==> config.mk <==
export PLATFORM = sky130hd
export DESIGN_NAME = uart_pulse_tx
export DESIGN_NICKNAME = d
export VERILOG_FILES = /design/src/rtl/uart_pulse_tx_pkg.sv /design/src/rtl/uart_pulse_tx_dp.sv /design/src/rtl/uart_pulse_tx_ctrl.sv /design/src/rtl/uart_pulse_tx.sv
export SDC_FILE = /design/constraint.sdc
export NUM_CORES = 1
export LEC_CHECK = 0
export ABC_CLOCK_PERIOD_IN_PS = 11900
export BUFFER_PORTS_ARGS = -buffer_cell sky130_fd_sc_hd__buf_4
export CORE_MARGIN = 4
export CORE_UTILIZATION = 60
export DETAILED_ROUTE_END_ITERATION = 6
export PLACE_DENSITY = 0.88
export SYNTH_ARGS = -nofsm -noshare
export SYNTH_HDL_FRONTEND = slang
export SYNTH_HIERARCHICAL = 1
export SYNTH_SLANG_ARGS = --single-unit
==> constraint.sdc <==
create_clock -name clk -period 11.9 [get_ports clk]
set_input_delay 1.19 -clock clk [delete_from_list [all_inputs] [get_ports clk]]
set_output_delay 1.19 -clock clk [all_outputs]
set_load 0.02 [all_outputs]
==> src/rtl/uart_pulse_tx_pkg.sv <==
`timescale 1ns/1ps
package uart_pulse_tx_pkg;

  typedef enum logic [1:0] {
    MODE_PLAIN = 2'd0,
    MODE_MDROP = 2'd1,
    MODE_IRDA  = 2'd2
  } line_mode_e;

  typedef enum logic [1:0] {
    KIND_DATA8 = 2'd0,
    KIND_DATA9 = 2'd1,
    KIND_ADDR9 = 2'd2,
    KIND_PULSE = 2'd3
  } frame_kind_e;

  typedef enum logic [2:0] {
    LVL_IDLE  = 3'd0,
    LVL_START = 3'd1,
    LVL_DATA  = 3'd2,
    LVL_NINTH = 3'd3,
    LVL_PULSE = 3'd4
  } line_sel_e;

  typedef struct packed {
    logic      take;
    logic      shift;
    logic      halfMode;
    logic      frameDone;
    line_sel_e lineSel;
  } tx_strobe_t;

endpackage

==> src/rtl/uart_pulse_tx_dp.sv <==
`timescale 1ns/1ps
module uart_pulse_tx_dp
  import uart_pulse_tx_pkg::*;
#(
  parameter int DATA_W = 8,
  parameter int DIV_W  = 16
) (
  input  logic              clk,
  input  logic              rstN,
  input  logic              wrEn,
  input  logic              wrSel,
  input  logic [DATA_W-1:0] wrData,
  input  logic [1:0]        lineMode,
  input  logic [DIV_W-1:0]  baudDiv,
  input  logic              invertLine,
  input  tx_strobe_t        strobe,
  output logic              holdFull,
  output frame_kind_e       holdKind,
  output logic [DATA_W-2:0] holdLen,
  output logic              tick,
  output logic              txLine,
  output logic              txDone,
  output logic              overrun
);

  logic [DATA_W-1:0] holdData;
  logic [DATA_W-1:0] shiftReg;
  logic              ninthBit;
  logic              pulseLevel;
  logic [DIV_W-1:0]  cycCnt;
  logic [DIV_W-1:0]  divEff;
  logic [DIV_W-1:0]  halfEff;
  logic [DIV_W-1:0]  period;
  logic              accept;
  logic              lineLvl;
  frame_kind_e       newKind;

  assign accept  = wrEn && !holdFull;
  assign holdLen = holdData[DATA_W-2:0];

  always_comb begin
    unique case (line_mode_e'(lineMode))
      MODE_MDROP: newKind = wrSel ? KIND_ADDR9 : KIND_DATA9;
      MODE_IRDA:  newKind = KIND_DATA8;
      default:    newKind = wrSel ? KIND_PULSE : KIND_DATA8;
    endcase
  end

  always_ff @(posedge clk or negedge rstN) begin
    if (!rstN) begin
      holdFull <= 1'b0;
      holdData <= '0;
      holdKind <= KIND_DATA8;
      overrun  <= 1'b0;
    end else begin
      if (accept) begin
        holdData <= wrData;
        holdKind <= newKind;
        holdFull <= 1'b1;
      end else if (strobe.take) begin
        holdFull <= 1'b0;
      end
      if (wrEn && holdFull) overrun <= 1'b1;
    end
  end

  always_ff @(posedge clk or negedge rstN) begin
    if (!rstN) begin
      shiftReg   <= '0;
      ninthBit   <= 1'b0;
      pulseLevel <= 1'b1;
    end else if (strobe.take) begin
      shiftReg   <= holdData;
      ninthBit   <= (holdKind == KIND_ADDR9);
      pulseLevel <= holdData[DATA_W-1];
    end else if (strobe.shift) begin
      shiftReg   <= shiftReg >> 1;
    end
  end

  assign divEff  = (baudDiv == '0) ? DIV_W'(1) : baudDiv;
  assign halfEff = ((divEff >> 1) == '0) ? DIV_W'(1) : (divEff >> 1);
  assign period  = strobe.halfMode ? halfEff : divEff;
  assign tick    = (cycCnt >= period - DIV_W'(1));

  always_ff @(posedge clk or negedge rstN) begin
    if (!rstN)                   cycCnt <= '0;
    else if (strobe.take || tick) cycCnt <= '0;
    else                         cycCnt <= cycCnt + DIV_W'(1);
  end

  always_comb begin
    unique case (strobe.lineSel)
      LVL_START: lineLvl = 1'b0;
      LVL_DATA:  lineLvl = shiftReg[0];
      LVL_NINTH: lineLvl = ninthBit;
      LVL_PULSE: lineLvl = pulseLevel;
      default:   lineLvl = 1'b1;
    endcase
  end

  assign txLine = lineLvl ^ invertLine;

  always_ff @(posedge clk or negedge rstN) begin
    if (!rstN) txDone <= 1'b0;
    else       txDone <= strobe.frameDone;
  end

endmodule

==> src/rtl/uart_pulse_tx_ctrl.sv <==
`timescale 1ns/1ps
module uart_pulse_tx_ctrl
  import uart_pulse_tx_pkg::*;
#(
  parameter int DATA_W = 8
) (
  input  logic              clk,
  input  logic              rstN,
  input  logic              holdFull,
  input  frame_kind_e       holdKind,
  input  logic [DATA_W-2:0] holdLen,
  input  logic              tick,
  input  logic              twoStop,
  input  logic              halfStop,
  output tx_strobe_t        strobe,
  output logic              shifterIdle
);

  localparam int UNIT_W = DATA_W;

  typedef enum logic [2:0] {
    S_IDLE, S_START, S_DATA, S_NINTH, S_PULSE, S_STOP
  } tx_state_e;

  tx_state_e         state;
  logic [UNIT_W-1:0] unitCnt;
  logic [UNIT_W-1:0] stopHalves;
  logic              hasNinth;
  logic              lastUnit;

  assign stopHalves  = (twoStop ? UNIT_W'(4) : UNIT_W'(2)) + UNIT_W'(halfStop);
  assign lastUnit    = (unitCnt == UNIT_W'(1));
  assign shifterIdle = (state == S_IDLE);

  always_comb begin
    strobe           = '0;
    strobe.take      = (state == S_IDLE) && holdFull;
    strobe.shift     = (state == S_DATA) && tick;
    strobe.halfMode  = (state == S_STOP);
    strobe.frameDone = (state == S_STOP) && tick && lastUnit;
    unique case (state)
      S_START: strobe.lineSel = LVL_START;
      S_DATA:  strobe.lineSel = LVL_DATA;
      S_NINTH: strobe.lineSel = LVL_NINTH;
      S_PULSE: strobe.lineSel = LVL_PULSE;
      default: strobe.lineSel = LVL_IDLE;
    endcase
  end

  always_ff @(posedge clk or negedge rstN) begin
    if (!rstN) begin
      state    <= S_IDLE;
      unitCnt  <= '0;
      hasNinth <= 1'b0;
    end else begin
      unique case (state)
        S_IDLE: if (holdFull) begin
          hasNinth <= (holdKind == KIND_DATA9) || (holdKind == KIND_ADDR9);
          if (holdKind != KIND_PULSE) begin
            state <= S_START;
          end else if (holdLen != '0) begin
            state   <= S_PULSE;
            unitCnt <= {1'b0, holdLen};
          end else begin
            state   <= S_STOP;
            unitCnt <= stopHalves;
          end
        end
        S_START: if (tick) begin
          state   <= S_DATA;
          unitCnt <= UNIT_W'(DATA_W);
        end
        S_DATA: if (tick) begin
          if (!lastUnit) begin
            unitCnt <= unitCnt - UNIT_W'(1);
          end else if (hasNinth) begin
            state <= S_NINTH;
          end else begin
            state   <= S_STOP;
            unitCnt <= stopHalves;
          end
        end
        S_NINTH: if (tick) begin
          state   <= S_STOP;
          unitCnt <= stopHalves;
        end
        S_PULSE: if (tick) begin
          if (lastUnit) begin
            state   <= S_STOP;
            unitCnt <= stopHalves;
          end else begin
            unitCnt <= unitCnt - UNIT_W'(1);
          end
        end
        S_STOP: if (tick) begin
          if (lastUnit) state <= S_IDLE;
          else          unitCnt <= unitCnt - UNIT_W'(1);
        end
        default: state <= S_IDLE;
      endcase
    end
  end

endmodule

==> src/rtl/uart_pulse_tx.sv <==
`timescale 1ns/1ps
module uart_pulse_tx
  import uart_pulse_tx_pkg::*;
#(
  parameter int DATA_W = 8,
  parameter int DIV_W  = 16
) (
  input  logic              clk,
  input  logic              rstN,
  input  logic              wrEn,
  input  logic              wrSel,
  input  logic [DATA_W-1:0] wrData,
  input  logic [1:0]        lineMode,
  input  logic [DIV_W-1:0]  baudDiv,
  input  logic              invertLine,
  input  logic              twoStop,
  input  logic              halfStop,
  output logic              txLine,
  output logic              holdEmpty,
  output logic              txEmpty,
  output logic              txDone,
  output logic              overrun
);

  tx_strobe_t        strobe;
  logic              holdFull;
  frame_kind_e       holdKind;
  logic [DATA_W-2:0] holdLen;
  logic              tick;
  logic              shifterIdle;

  uart_pulse_tx_dp #(.DATA_W(DATA_W), .DIV_W(DIV_W)) dp_i (
    .clk(clk), .rstN(rstN), .wrEn(wrEn), .wrSel(wrSel), .wrData(wrData),
    .lineMode(lineMode), .baudDiv(baudDiv), .invertLine(invertLine),
    .strobe(strobe), .holdFull(holdFull), .holdKind(holdKind), .holdLen(holdLen),
    .tick(tick), .txLine(txLine), .txDone(txDone), .overrun(overrun)
  );

  uart_pulse_tx_ctrl #(.DATA_W(DATA_W)) ctrl_i (
    .clk(clk), .rstN(rstN), .holdFull(holdFull), .holdKind(holdKind),
    .holdLen(holdLen), .tick(tick), .twoStop(twoStop), .halfStop(halfStop),
    .strobe(strobe), .shifterIdle(shifterIdle)
  );

  assign holdEmpty = !holdFull;
  assign txEmpty   = shifterIdle && !holdFull;

endmodule

Word-level counts from Yosys, hierarchy flattened
Index checks and enable logic that the tools add are counted.
{"block": "word_totals", "ramBits": 0, "reg_bits": 51, "rom_bits": 0, "in_bits": 33, "mem_count": 0, "latch_bits": 0, "word_cells": 105, "output_inout_bits": 5}
{"block": "classes", "n_eq_ne": 27, "n_reduce_logical": 20, "n_div": 0, "muxes": 40, "addsub": 4, "bitwise": 1, "multipliers": 0, "n_shift": 0, "n_lt_le_gt_ge": 1}
{"op": "two-way mux 8 bit", "n": 14}
{"op": "two-way mux 16 bit", "n": 3}
{"op": "one-hot mux 8 bit (6 select lines)", "n": 1}
{"op": "two-way mux 3 bit", "n": 12}
{"op": "logical NOT 16 bit", "n": 2}
{"op": "!= test 2 x 1 -> 1 bit (second input constant)", "n": 9}
{"op": "one-hot mux 3 bit (6 select lines)", "n": 1}
{"op": "adder 16 x 1 -> 16 bit (second input constant)", "n": 1}
{"op": "greater-or-equal comparator 16 bit", "n": 1}
{"op": "subtractor 16 x 1 -> 16 bit (second input constant)", "n": 1}
{"op": "two-way mux 15 bit", "n": 1}
{"op": "equality test 3 x 2 -> 1 bit (second input constant)", "n": 4}
{"op": "one-hot mux 3 bit (4 select lines)", "n": 1}
{"op": "AND reduction 10 bit", "n": 1}
{"op": "equality test 3 bit (second input constant)", "n": 3}
{"op": "AND reduction 9 bit", "n": 1}
{"op": "adder 8 x 1 -> 8 bit", "n": 1}
{"op": "equality test 8 x 1 -> 1 bit (second input constant)", "n": 1}
{"op": "subtractor 8 x 1 -> 8 bit (second input constant)", "n": 1}
{"op": "logical AND 1 bit", "n": 7}
{"op": "nonzero test 7 bit", "n": 1}
{"op": "equality test 3 x 1 -> 1 bit (second input constant)", "n": 2}
{"op": "!= test 2 bit (second input constant)", "n": 3}
{"op": "nonzero test 6 bit", "n": 1}
{"op": "13 further kinds", "n": 20}

Logic depth before layout (Yosys ltp)
{"block": "logic_depth", "ltp_word": 10, "depth_mapped": 24, "ltp_nobuf": 21}

By module
The synthesis kept the hierarchy.
{"module": "uart_pulse_tx_dp", "seq_area_each_um2": 977.2, "area_per_inst_um2": 2905.3, "cells_each": 347, "n_inst": 1}
{"module": "uart_pulse_tx_ctrl", "seq_area_each_um2": 300.3, "area_per_inst_um2": 1156.1, "cells_each": 141, "n_inst": 1}
{"module": "uart_pulse_tx", "seq_area_each_um2": 0.0, "area_per_inst_um2": 10.0, "cells_each": 2, "n_inst": 1}

Worst setup path before layout
Ideal clock, no wire load.
{"block": "synth_timing", "path_kind": "input port to flip-flop", "from": "input baudDiv[10]", "to": "register dp_i.shiftReg[0]", "setup_ns": 0.134, "path_stages": 22, "arrival_ns": 4.963, "path_slack_ns": 6.804, "required_time_ns": 11.766, "n_path_buf": 3, "cell_sequence": "buf_4 -> nor4_1 -> and4_1 -> clkbuf_2 -> and2_1 -> a211oi_1 -> ha_1 -> nor4b_1 -> nand2_1 -> nor4b_1 -> mux2i_1 -> a31oi_1 -> ha_1 -> nand2_1 -> o21a_1 -> and3_1 -> nand2_1 -> a211o_1 -> and2_1 -> clkbuf_1 -> mux2i_1 -> o21ai_0"}
{"item": "from (decl)", "line_no": "uart_pulse_tx.sv:14", "text": "input logic [DIV_W-1:0] baudDiv,"}
{"item": "to (signal assigned)", "line_no": "uart_pulse_tx_dp.sv:73", "text": "shiftReg <= holdData;"}
{"item": "to (signal assigned)", "line_no": "uart_pulse_tx_dp.sv:77", "text": "shiftReg <= shiftReg >> 1;"}
{"item": "to (decl)", "line_no": "uart_pulse_tx_dp.sv:27", "text": "logic [DATA_W-1:0] shiftReg;"}

Final worst setup path
{"block": "layout_timing", "from": "input baudDiv[9]", "to": "register ctrl_i.unitCnt[2]"}
{"block": "layout_via", "elab_chain_len": 9, "elab_cells_between_ends": 13, "cone_classes": "add/sub: 1; order compare: 1; eq/ne: 5; mux: 3; reduce/logical: 3"}
{"item": "logical NOT 16 bit", "line_no": "uart_pulse_tx_dp.sv:81", "text": "assign divEff = (baudDiv == '0) ? DIV_W'(1) : baudDiv;"}
{"item": "two-way mux 16 bit (*)", "line_no": "uart_pulse_tx_dp.sv:81"}
{"item": "logical NOT 16 bit", "line_no": "uart_pulse_tx_dp.sv:82", "text": "assign halfEff = ((divEff >> 1) == '0) ? DIV_W'(1) : (divEff >> 1);"}
{"item": "two-way mux 15 bit", "line_no": "uart_pulse_tx_dp.sv:82"}
{"item": "two-way mux 16 bit (*)", "line_no": "uart_pulse_tx_dp.sv:83", "text": "assign period = strobe.halfMode ? halfEff : divEff;"}
{"item": "subtractor 16 x 1 -> 16 bit (*)", "line_no": "uart_pulse_tx_dp.sv:84", "text": "assign tick = (cycCnt >= period - DIV_W'(1));"}
{"item": "greater-or-equal comparator 16 bit (*)", "line_no": "uart_pulse_tx_dp.sv:84"}
{"item": "via tick", "line_no": "uart_pulse_tx.sv:29", "text": "logic tick;"}
{"item": "!= test 2 x 1 -> 1 bit (no source line)"}
{"item": "AND reduction 10 bit (no source line) (*)"}
{"item": "to (signal assigned)", "line_no": "uart_pulse_tx_ctrl.sv:63", "text": "unitCnt <= {1'b0, holdLen};"}
{"item": "to (signal assigned)", "line_no": "uart_pulse_tx_ctrl.sv:66", "text": "unitCnt <= stopHalves;"}
{"item": "to (signal assigned)", "line_no": "uart_pulse_tx_ctrl.sv:71", "text": "unitCnt <= UNIT_W'(DATA_W);"}
{"item": "to (decl)", "line_no": "uart_pulse_tx_ctrl.sv:26", "text": "logic [UNIT_W-1:0] unitCnt;"}
The timed path passes the listed nets; every way through them passes the cells marked *.
A chain may end at the register's enable or synchronous reset.

==> results.txt <==
- Category of the critical setup timing path: in2reg
* Final weighted congestion in routability-driven placement: roughly 0.92
- Area of all sequential standard cells: 1280 µm²
* Cell area power density: roughly 110 nW/µm²
* Global-route met3 utilization: 0.0492
- The die covers ~8200 µm².
* Width of the chip: between 90 and 100 µm
* Max H-tree Level: 2
- After clock tree synthesis, the setup repair step added 0 buffers.
* Placed Cells: roughly 570
* First-pass GRT wire length: 16300 µm
- Of the total power, the share spent switching nets is 0.331.
- The total area inside the core boundary comes to ~6500 µm².
* Maximum resistive drop on vdd: about 80 µV
* Unrepaired setup endpoints after global routing: false
- Internal power comes to ~0.32 mW.
- In the finished design, the share of the clock period the worst path needs comes to 0.475.
- TritonCTS clock tree: done
- The flow ran to the end, and the final reports show no timing, DRC or antenna violations.
- After detailed routing, the average wire length per cell comes to 16.6 µm.
* Max Transition Viols Final: 0
* Post-synth EDFFs: 0
* Post-CTS Hold Fix Bufs: 0
- The cell sitting at the root of the clock tree is a sky130_fd_sc_hd__clkbuf_8.
* Deepest clock path buffer count: 2
- The most used flip-flop cell after synthesis is sky130_fd_sc_hd__dfrtp_1.
* Relative slew slack: 0.540
* Row count: 29
- Number of buffers added by the clock tree synthesis step: 5
* Fraction of layout cells with a size suffix above 1: 0.129
* Synthesized cell area: around 4100 µm²
- The largest total area in the synthesized netlist belongs to sky130_fd_sc_hd__dfrtp_1.
- Vias in the first global route: 3458
* CP Capture Type: flop
- Final Net Count: 557
- Final TNS setup: 0 ns
- Area of the multi-input gates: 2500 µm²
* Cell with the most instances after synthesis: sky130_fd_sc_hd__nand2_1
* Setup WS post-layout: 6.25 ns
- Total power draw: ~0.48 mW
- Detailed placement HPWL: ~7100 µm
* Clock network power share: 0.256
- The number of nets in the synthesized netlist is ~550.
- Between clock sinks in the finished design, the worst skew comes to ~0.015 ns.
- Worst-margin pin slew: between 0.6 and 0.7 ns
- Using the TritonRoute via totals, the vias-per-cell ratio works out to roughly 6.3.
- For this run the aggregate overflow at the end of global routing stands at 0.
- Die span in y: between 90 and 100 µm
- In this run the static leakage power is roughly 1.9 nW.
* Sequential fraction of design power: 0.482
* Vias: 3681
- Yosys attributes the largest share of cell area to sky130_fd_sc_hd__dfrtp_1, sky130_fd_sc_hd__ha_1, sky130_fd_sc_hd__nand2_1.
- Leaving out filler cells and counting taps, the final layout contains 580.
* Total count of hold-check failures in the final report: 0
- Global-route track usage on met2: 0.389
- Overall fraction of global-route tracks in use: 0.236
- Of the total power, combinational logic draws 0.262.
- At the later pin of the worst-skew pair, clock insertion delay measures just over 0.3 ns.
- Timing would allow up to roughly 180 MHz.
- Antenna Cells: 0
- The detail route stage leaves a number of antenna-violating nets equal to 0.
- DRC violation count after routing: 0
- The tree built by TritonCTS fans out to slightly above 50 sinks.
* Critical Path Source Type: input pin
* Busiest layer in global routing: met2
* Worst EP required: 12.13 ns
* Worst hold path class: reg2reg
* Drt initial violations: about 290
- Unique cell type count in the Yosys netlist: between 60 and 70
- Post-Route WL: around 9600 µm
* Total of cells resized after clock tree synthesis: 0
- CP Data Arrival Time: approximately 6 ns
* Number of top-level pins: 38
- The layout has 517 filler cells.
- Time the final worst path needs with I/O delays and setup: between 5 and 6 ns
- Number of iterations in the first detailed-routing pass: 5
- Cell count after synthesis: 490
* Top cells by count, synth: sky130_fd_sc_hd__nand2_1, sky130_fd_sc_hd__nor2_1, sky130_fd_sc_hd__dfrtp_1, sky130_fd_sc_hd__a21oi_1, sky130_fd_sc_hd__o21ai_0
* Synth top area share: 0.307
- Largest net degree at the start of global routing: 52
* Number of buffer cells added on primary ports: 37
* Mean instance size in the synthesized netlist: between 8 and 9 µm²
* Number of setup violations in the final report: 0
- Summed over all nets, the switching power comes to around 0.16 mW.
* Synth Warn #: 6
* Area growth from synthesis to layout: 6.85%
- OpenSTA, run right after detailed placement, puts the worst setup slack at between 6 and 7 ns.
- Post-synthesis sequential area ratio: 0.314
- FF+latch count, synth: between 50 and 60
- Clock-pin transition on the worst setup and hold timing paths: 0.10 ns
* Number of antenna violations at the first check in global routing: 0
- # Max-Cap Violations: 0
- Along the worst path, the maximum fanout reaches 16.
- Met1 Usage GRT: 0.318
* Initial core utilization: 0.630
* Async set or reset register ratio after synthesis: 1.00
path summary, 6_finish.rpt:
kind                                             startpoint                            end  slack (ns)  cells after the start
max in group asynchronous                              rstN      dp_i/cycCnt[13]$_DFF_PN0_       10.56                      1
worst max-delay path                             baudDiv[9]  ctrl_i/unitCnt[2]$_DFFE_PN0P_        6.25                     22
worst min register to register     dp_i/overrun$_DFFE_PN0P_       dp_i/overrun$_DFFE_PN0P_        0.47                      1
worst max register to register  ctrl_i/state[0]$_DFFE_PN0P_  ctrl_i/unitCnt[2]$_DFFE_PN0P_        6.29                     21
min in group asynchronous                              rstN  ctrl_i/unitCnt[7]$_DFFE_PN0P_        0.89                      1
worst min-delay path               dp_i/overrun$_DFFE_PN0P_       dp_i/overrun$_DFFE_PN0P_        0.47                      1
registers in the layout (all words and copies together) (netlist names):
register / flops
dp_i/overrun: 1
dp_i/shiftReg: 8
dp_i/ninthBit: 1
dp_i/txDone: 1
ctrl_i/hasNinth: 1
ctrl_i/state: 3
dp_i/holdData: 8
dp_i/holdFull: 1
ctrl_i/unitCnt: 8
dp_i/cycCnt: 16
dp_i/pulseLevel: 1
dp_i/holdKind: 2
power by group through the flow:
stage / Combinational [mW] / Sequential (mW) / Clock [mW]
after CTS: 0.124 / 0.229 / 0.124
after global placement: 0.118 / 0.231 / 0
after floorplan: 0.0972 / 0.221 / 0
final: 0.125 / 0.230 / 0.122
after detailed placement: 0.124 / 0.232 / 0
after global routing: 0.144 / 0.233 / 0.131
per-stage QoR:
stage                     area (µm²)  hold slack (ns)  utilization
final                           4350            0.467        0.674
after global routing            4350            0.503        0.674
after CTS                       4350            0.469        0.674
after detailed placement        4240            0.446        0.656
after global placement          4240            0.440        0.656
after floorplan                 4070            0.446            -
critical path, stage by stage:
cell and delay [ns]:
sky130_fd_sc_hd__buf_4 0.16, sky130_fd_sc_hd__nor4_1 0.08, sky130_fd_sc_hd__and4_1 0.27, sky130_fd_sc_hd__and2_1 0.20, sky130_fd_sc_hd__a211oi_1 0.30, sky130_fd_sc_hd__ha_1 0.30
sky130_fd_sc_hd__nor3b_1 0.43, sky130_fd_sc_hd__nand2b_1 0.18, sky130_fd_sc_hd__nor4_1 0.32, sky130_fd_sc_hd__mux2i_1 0.26, sky130_fd_sc_hd__a31oi_1 0.07, sky130_fd_sc_hd__ha_1 0.21
sky130_fd_sc_hd__a21oi_1 0.16, sky130_fd_sc_hd__o21a_1 0.15, sky130_fd_sc_hd__and3_1 0.17, sky130_fd_sc_hd__nand2_1 0.06, sky130_fd_sc_hd__a211o_1 0.35, sky130_fd_sc_hd__inv_1 0.10
sky130_fd_sc_hd__a21oi_1 0.05, sky130_fd_sc_hd__o22ai_2 0.54, sky130_fd_sc_hd__o21ai_0 0.24, sky130_fd_sc_hd__o31ai_2 0.09
placed cells by master (no fill, tap or decap), drive strengths merged, types with 4 or more instances in the layout:
| cell | n |
|---|---|
| a211oi | 9 |
| a21oi | 26 |
| a31oi | 4 |
| and2 | 7 |
| and3 | 6 |
| buf | 39 |
| clkbuf | 5 |
| dfrtp | 50 |
| ha | 22 |
| inv | 19 |
| mux2i | 16 |
| nand2 | 70 |
| nand3 | 9 |
| nand4 | 8 |
| nor2 | 52 |
| nor2b | 8 |
| nor3 | 11 |
| nor3b | 8 |
| nor4 | 13 |
| nor4b | 5 |
| o211ai | 5 |
| o21ai | 26 |
| o22ai | 7 |
| o31ai | 4 |
| or4 | 5 |
| xnor2 | 4 |
| xor2 | 19 |
logic make-up after synthesis:
kind of cell             synth area share
AO/OA/AOI/OAI                       0.179
XOR/XNOR                           0.0495
adder cells (fa/ha/maj)            0.0676
buffers and inverters              0.0722
flip-flops                          0.314
multiplexers                       0.0449
AND/OR/NAND/NOR                     0.273
routing by layer:
layer,routed length (µm),vias to the layer above
li1,-,1777
met1,4100,1722
met2,4640,164
met3,739,18
met4,123,0
met5,0,-
final cells by class:
cell class / instances / share of cell area
Multi-Input combinational cell: 386 / 0.575
Tap cell: 77 / 0.0221
Inverter: 19 / 0.0164
Clock buffer: 5 / 0.0158
Sequential cell: 51 / 0.294
Clock inverter: 3 / 0.0101
Timing Repair Buffer: 39 / 0.0673
Note: power is estimated with default switching activity, not from simulation.
